<file path="src/rtl/fmq_pkg.sv">
package fmq_pkg;

    typedef enum logic {
        SCAN_IDLE = 1'b0,
        SCAN_BUSY = 1'b1
    } scan_state_e;

    typedef struct packed {
        logic mismatch;
        logic overflow;
    } sticky_t;

endpackage

</file>
<file path="src/rtl/fmq_ring.sv">
module fmq_ring #(
    parameter int DEPTH  = 16,
    parameter int PC_W   = 32,
    parameter int INSN_W = 32
) (
    input  logic              clk,
    input  logic              rst_n,
    input  logic              push_en,
    input  logic [PC_W-1:0]   push_pc,
    input  logic [INSN_W-1:0] push_insn,
    input  logic              pop_en,
    output logic [PC_W-1:0]   head_pc,
    output logic [INSN_W-1:0] head_insn,
    output logic              empty,
    output logic              push_drop
);
    localparam int AW    = (DEPTH > 1) ? $clog2(DEPTH) : 1;
    localparam int CW    = $clog2(DEPTH + 1);
    localparam int ENT_W = PC_W + INSN_W;
    localparam logic [CW-1:0] FULL_CNT = CW'(DEPTH);
    localparam logic [AW-1:0] LAST_IDX = AW'(DEPTH - 1);

    typedef struct packed {
        logic [AW-1:0] head;
        logic [AW-1:0] tail;
        logic [CW-1:0] count;
    } ring_t;

    ring_t ring_d, ring_q;
    logic [ENT_W-1:0] mem [DEPTH];

    logic full;
    logic do_pop;
    logic do_push;

    function automatic logic [AW-1:0] bump(input logic [AW-1:0] p);
        return (p == LAST_IDX) ? '0 : p + 1'b1;
    endfunction

    always_comb begin
        ring_d    = ring_q;
        full      = (ring_q.count == FULL_CNT);
        empty     = (ring_q.count == '0);
        do_pop    = pop_en && !empty;
        do_push   = push_en && (!full || do_pop);
        push_drop = push_en && !do_push;

        if (do_pop) begin
            ring_d.head = bump(ring_q.head);
        end
        if (do_push) begin
            ring_d.tail = bump(ring_q.tail);
        end
        unique case ({do_push, do_pop})
            2'b10:   ring_d.count = ring_q.count + CW'(1);
            2'b01:   ring_d.count = ring_q.count - CW'(1);
            default: ring_d.count = ring_q.count;
        endcase
    end

    always_ff @(posedge clk) begin
        if (!rst_n) begin
            ring_q <= '0;
        end else begin
            ring_q <= ring_d;
        end
    end

    always_ff @(posedge clk) begin
        if (do_push) begin
            mem[ring_q.tail] <= {push_pc, push_insn};
        end
    end

    assign {head_pc, head_insn} = mem[ring_q.head];

    // occupancy never exceeds the configured depth
    p_count_bound_r8: assert property (@(posedge clk) disable iff (!rst_n)
        ring_q.count <= FULL_CNT);

    // a push is only lost when the ring is full and nothing leaves
    p_drop_only_full_r8: assert property (@(posedge clk) disable iff (!rst_n)
        push_drop |-> (full && !pop_en));

    // push with a concurrent removal on a full ring keeps it full
    p_full_swap_r9: assert property (@(posedge clk) disable iff (!rst_n)
        (full && push_en && pop_en) |=> (ring_q.count == FULL_CNT));

    // the walker never removes from an empty ring
    p_pop_nonempty_r6: assert property (@(posedge clk) disable iff (!rst_n)
        pop_en |-> !empty);

endmodule

</file>
<file path="src/rtl/fmq_scan.sv">
module fmq_scan
    import fmq_pkg::*;
#(
    parameter int PC_W   = 32,
    parameter int INSN_W = 32
) (
    input  logic              clk,
    input  logic              rst_n,
    input  logic              req_valid,
    input  logic [PC_W-1:0]   req_pc,
    input  logic [INSN_W-1:0] req_insn,
    output logic              req_ready,
    input  logic              q_empty,
    input  logic [PC_W-1:0]   head_pc,
    input  logic [INSN_W-1:0] head_insn,
    output logic              pop_en,
    output logic              rsp_valid,
    output logic              rsp_hit,
    output logic [INSN_W-1:0] rsp_insn,
    output logic              miss_evt
);
    typedef struct packed {
        scan_state_e       st;
        logic [PC_W-1:0]   pc;
        logic [INSN_W-1:0] insn;
        logic              rsp_valid;
        logic              rsp_hit;
        logic [INSN_W-1:0] rsp_insn;
    } scan_t;

    scan_t scan_d, scan_q;
    logic  head_match;

    always_comb begin
        scan_d           = scan_q;
        scan_d.rsp_valid = 1'b0;
        scan_d.rsp_hit   = 1'b0;
        pop_en           = 1'b0;
        miss_evt         = 1'b0;
        head_match       = (head_pc == scan_q.pc) && (head_insn == scan_q.insn);

        unique case (scan_q.st)
            SCAN_IDLE: begin
                if (req_valid) begin
                    scan_d.st   = SCAN_BUSY;
                    scan_d.pc   = req_pc;
                    scan_d.insn = req_insn;
                end
            end
            SCAN_BUSY: begin
                if (q_empty) begin
                    scan_d.st        = SCAN_IDLE;
                    scan_d.rsp_valid = 1'b1;
                    scan_d.rsp_insn  = '0;
                    miss_evt         = 1'b1;
                end else begin
                    pop_en = 1'b1;
                    if (head_match) begin
                        scan_d.st        = SCAN_IDLE;
                        scan_d.rsp_valid = 1'b1;
                        scan_d.rsp_hit   = 1'b1;
                        scan_d.rsp_insn  = head_insn;
                    end
                end
            end
            default: scan_d.st = SCAN_IDLE;
        endcase
    end

    always_ff @(posedge clk) begin
        if (!rst_n) begin
            scan_q    <= '0;
            scan_q.st <= SCAN_IDLE;
        end else begin
            scan_q <= scan_d;
        end
    end

    assign req_ready = (scan_q.st == SCAN_IDLE);
    assign rsp_valid = scan_q.rsp_valid;
    assign rsp_hit   = scan_q.rsp_hit;
    assign rsp_insn  = scan_q.rsp_insn;

    // a response strobe lasts exactly one cycle
    p_rsp_pulse_r7: assert property (@(posedge clk) disable iff (!rst_n)
        rsp_valid |=> !rsp_valid);

    // an accepted request makes the block busy on the next cycle
    p_accept_busy_r7: assert property (@(posedge clk) disable iff (!rst_n)
        (req_valid && req_ready) |=> !req_ready);

    // a full PC-and-word match on the head yields a hit with that word
    p_hit_on_match_r3: assert property (@(posedge clk) disable iff (!rst_n)
        (!req_ready && !q_empty && head_pc == scan_q.pc && head_insn == scan_q.insn)
        |=> (rsp_valid && rsp_hit && rsp_insn == $past(head_insn)));

    // a miss is only reported once the ring has run dry
    p_miss_when_dry_r6: assert property (@(posedge clk) disable iff (!rst_n)
        (rsp_valid && !rsp_hit) |-> $past(q_empty));

endmodule

</file>
<file path="src/rtl/fetch_match_queue.sv">
module fetch_match_queue
    import fmq_pkg::*;
#(
    parameter int DEPTH  = 16,
    parameter int PC_W   = 32,
    parameter int INSN_W = 32
) (
    input  logic              clk,
    input  logic              rst_n,
    input  logic              clear,
    input  logic              push_valid,
    input  logic [PC_W-1:0]   push_pc,
    input  logic [INSN_W-1:0] push_insn,
    input  logic              req_valid,
    input  logic [PC_W-1:0]   req_pc,
    input  logic [INSN_W-1:0] req_insn,
    output logic              req_ready,
    output logic              rsp_valid,
    output logic              rsp_hit,
    output logic [INSN_W-1:0] rsp_insn,
    output logic              mismatch,
    output logic              overflow
);
    logic              pop_en;
    logic              q_empty;
    logic              push_drop;
    logic              miss_evt;
    logic [PC_W-1:0]   head_pc;
    logic [INSN_W-1:0] head_insn;

    sticky_t flags_d, flags_q;

    fmq_ring #(
        .DEPTH  (DEPTH),
        .PC_W   (PC_W),
        .INSN_W (INSN_W)
    ) u_ring (
        .clk       (clk),
        .rst_n     (rst_n),
        .push_en   (push_valid),
        .push_pc   (push_pc),
        .push_insn (push_insn),
        .pop_en    (pop_en),
        .head_pc   (head_pc),
        .head_insn (head_insn),
        .empty     (q_empty),
        .push_drop (push_drop)
    );

    fmq_scan #(
        .PC_W   (PC_W),
        .INSN_W (INSN_W)
    ) u_scan (
        .clk       (clk),
        .rst_n     (rst_n),
        .req_valid (req_valid),
        .req_pc    (req_pc),
        .req_insn  (req_insn),
        .req_ready (req_ready),
        .q_empty   (q_empty),
        .head_pc   (head_pc),
        .head_insn (head_insn),
        .pop_en    (pop_en),
        .rsp_valid (rsp_valid),
        .rsp_hit   (rsp_hit),
        .rsp_insn  (rsp_insn),
        .miss_evt  (miss_evt)
    );

    always_comb begin
        flags_d          = flags_q;
        flags_d.mismatch = (flags_q.mismatch && !clear) || miss_evt;
        flags_d.overflow = (flags_q.overflow && !clear) || push_drop;
    end

    always_ff @(posedge clk) begin
        if (!rst_n) begin
            flags_q <= '0;
        end else begin
            flags_q <= flags_d;
        end
    end

    assign mismatch = flags_q.mismatch;
    assign overflow = flags_q.overflow;

    // mismatch stays set without a clear
    p_mismatch_hold_r6: assert property (@(posedge clk) disable iff (!rst_n)
        (mismatch && !clear) |=> mismatch);

    // every miss response is accompanied by the sticky flag
    p_miss_flags_r6: assert property (@(posedge clk) disable iff (!rst_n)
        (rsp_valid && !rsp_hit) |-> mismatch);

    // overflow stays set without a clear
    p_overflow_hold_r8: assert property (@(posedge clk) disable iff (!rst_n)
        (overflow && !clear) |=> overflow);

    // a clear with no new event empties both flags
    p_clear_flags_r10: assert property (@(posedge clk) disable iff (!rst_n)
        (clear && !miss_evt && !push_drop) |=> (!mismatch && !overflow));

endmodule

</file>
<file path="config.mk">
export PLATFORM = sky130hd
export DESIGN_NAME = fetch_match_queue
export DESIGN_NICKNAME = d
export VERILOG_FILES = /design/src/rtl/fmq_pkg.sv /design/src/rtl/fmq_ring.sv /design/src/rtl/fmq_scan.sv /design/src/rtl/fetch_match_queue.sv
export SDC_FILE = /design/constraint.sdc
export NUM_CORES = 1
export LEC_CHECK = 0
export BUFFER_PORTS_ARGS = -buffer_cell sky130_fd_sc_hd__buf_2
export CAP_MARGIN = 40
export CORE_MARGIN = 4
export CORE_UTILIZATION = 55
export DETAILED_ROUTE_END_ITERATION = 7
export GPL_ROUTABILITY_DRIVEN = 0
export PLACE_DENSITY = 0.84
export REMOVE_ABC_BUFFERS = 1
export SLEW_MARGIN = 25
export SYNTH_ARGS = -nofsm -noshare
export SYNTH_HDL_FRONTEND = slang
export SYNTH_SLANG_ARGS = --single-unit
</file>
<file path="constraint.sdc">
create_clock -name clk -period 11.9 [get_ports clk]
set_input_delay 2.38 -clock clk [delete_from_list [all_inputs] [get_ports clk]]
set_output_delay 2.38 -clock clk [all_outputs]
set_load 0.02 [all_outputs]
</file>
==> results.toml <==
[setup_path]
critPathCapture = "u_scan.rsp_insn[28]"
path_class = "reg2reg"
start_kind = "register"
crit_arrival_ns = 6.63
r2r_setup_slack_ns = 5.85
critPathMaxFanout = 58
r2r_end = "u_scan.rsp_insn[28]"
endpoint_kind = "register"
required_ns = 12.47
ff2ff_path_depth = 13

[placement]
placed_cells = 3754
placed_area_sq_mm = 0.04808
port_buffers = 169
dp_hpwl_microns = 72460

[global_route]
grt_max_degree = 145
grt_pass1_vias = 26830
grtUsageTotal = 0.2751
antenna_found_initial = 19
grt_first_pass_wirelength_microns = 179900
overflow = 0

[timing]
max_freq_mhz = 165.2
holdWs_ns = 0.4746
fin_worst_skew_ns = 0.03246
slew_violations = 0
rsz0062_at_grt = "false"
slew_headroom = 0.3637
min_period_over_period = 0.5088
setup_viol_count_final = 0
fin_crit_ns = 6.055
worstMarginPinSlew_ns = 0.9544
hold_viol_final = 0

[layout]
stdcell_count = 3976
multi_input_area_sq_mm = 0.01211
final_util = 0.6202
layout.nets = 2935
fill_cells = 5476
areaGrowthSynthToFinish_pct = 11.78
drive_above_1_share = 0.2260
stdcell_area_sq_mm = 0.05182
regArea_sq_mm = 0.03313

[logic_synthesis]
synth_common_cells = "edfxtp_1 (1024), mux2i_1 (224), nand2_1 (187), mux4_2 (173), dfxtp_1 (118)"
syn_area_sq_mm = 0.04636
ys_top_cells_by_area = "edfxtp_1 (66%), mux4_2 (8.4%), dfxtp_1 (5.1%)"
synthArstFlopShare = 0
synth_top_cell_area_share = 0.6633
synth-main-ff-cell = "edfxtp_1"
synth_top_area_cell = "edfxtp_1"
yosysWarnings = 0
syn_area_per_cell_sq_um = 17.63
synth_edf_count = 1024
seq_area_frac_synth = 0.7142
yosys.cell_count.top_type = "edfxtp_1"
syn_inst = 2630
ys_ff_latch = 1142
synth_cell_types = 77

[die]
die_width_microns = 298.3
initial_core_util = 0.5549
die_y_microns = 298.3
placementRows = 106
dieArea_sq_mm = 0.08900
core-area_sq_mm = 0.08356
io_pins = 170

[flow_run]
max_cap_viol_count = 0

[power]
cellInternalPower_w = 0.006659
p_leak_nw = 16.57
power_frac_seq = 0.517
power_switching_w = 0.002043
switching_share = 0.2348
total_power_w = 0.008702
p_comb_frac = 0.092
power_frac_clock = 0.391
peakVddDrop_mv = 0.1116
pwr_density_cell_mw_per_mm2 = 167.9

[clocking]
path_clk_slew_ns = 0.06
cts_resized = 0
clockRootBuffer = "clkbuf_16"
post-cts-setup-buffers = 0
clock_latency_ns = 0.68
cts_hold_buffers = 0
cts_sinks = 1142
cts_buffers = 107
cts_tree = "yes"
cts.path.max_buffers = 3
htreeDepth = 3

[detailed_routing]
drt_wl_total_microns = 125200
firstDrtPassIters = 8
drtAntennaViolNets = 0
wire_per_inst_microns = 31.48
drt-initial-drc-count = 4350
dr_total_vias = 27020
vias_per_cell = 6.797
drc = 34

[status]
violations = "design-rule violations"
status = "complete, but fails checks"

[min_path]
min_from = "u_scan.scan_q[83]"
hp-class = "reg2reg"
==> worst min path at each step <==
stage                                    to  cells after the start
after floorplan           u_scan.scan_q[83]                      2
after global placement    u_scan.scan_q[83]                      2
after detailed placement  u_scan.scan_q[83]                      2
after CTS                 u_scan.scan_q[83]                      2
after global routing      u_scan.scan_q[83]                      2
final                     u_scan.scan_q[83]                      2
==> power by group through the flow <==
stage | clock (W) | sequential [W] | combinational (W)
floorplan | 0 | 0.00461 | 0.000480
global placement | 0 | 0.00458 | 0.000721
detailed placement | 0 | 0.00459 | 0.000751
CTS | 0.00341 | 0.00451 | 0.000764
global route | 0.00360 | 0.00450 | 0.000838
finish | 0.00340 | 0.00450 | 0.000800
==> per-layer routing <==
metal  vias up  track usage  routed length (microns)
met3       470      0.07497                    15310
met4        10       0.1354                     6888
met5         -            0                       56
met2      2252       0.4434                    60210
met1     13460       0.3484                    42700
li1      10830            -                        -
==> critical path, cell delays in order, from the launching register on <==
cell and delay [ns]:
dfxtp_4 0.89, buf_4 0.36, buf_16 0.31, buf_4 0.41, buf_16 0.29, nor2b_1 0.56, a22oi_1 0.24, a21o_1 0.23
a221oi_1 0.28, a41oi_1 0.08, a221oi_1 0.63, and4_1 0.64, nand3_4 0.53, o221ai_1 0.41
==> state kept, by name (all words and copies together) (netlist names), named ones only <==
register	flops
u_ring.mem	1024
overflow	1
mismatch	1
u_scan.rsp_hit	1
u_ring.ring_q	13
u_scan.rsp_insn	32
u_scan.scan_q	65
u_scan.rsp_valid	1
==> cells by family after synthesis <==
kind of cell               count (synthesis)  share of synthesized area
AOI/OAI and AO/OA                        350                    0.05908
xor gates and xnor gates                  84                    0.01587
adders and majority gates                  9                   0.002429
buffers and inverters                    209                    0.02726
DFF                                     1142                     0.7142
muxes                                    417                     0.1373
and+or+nand+nor                          419                    0.04388
==> layout by cell type (no fill, tap or decap), drive strengths merged, types with 26 or more instances in the layout <==
master,instances
a21boi,67
clkinv,39
mux2i,224
nand3,50
a221oi,27
mux4,173
o2111ai,26
clkbuf,149
dfxtp,118
edfxtp,1024
nand2,187
xnor2,47
o21ai,27
o211ai,36
a22oi,58
xor2,37
buf,242
nor2,48
==> metrics by stage <==
| step | setup TNS [ns] | setup WS (ns) |
|---|---|---|
| after global placement | 0 | 5.928 |
| after global routing | 0 | 5.728 |
| after detailed placement | 0 | 5.680 |
| after CTS | 0 | 5.672 |
| final | 0 | 5.845 |
| after floorplan | -10.11 | -0.3805 |
==> cell type report <==
type / instances / area share
Antenna cell: 11 / 0.0005312
Clock buffer: 149 / 0.05727
Clock inverter: 52 / 0.01043
Inverter: 21 / 0.001521
Multi-Input combinational cell: 1279 / 0.2337
Sequential cell: 1142 / 0.6393
Tap cell: 1080 / 0.02608
Timing Repair Buffer: 242 / 0.03117
Note: power is estimated with default switching activity, not from simulation.
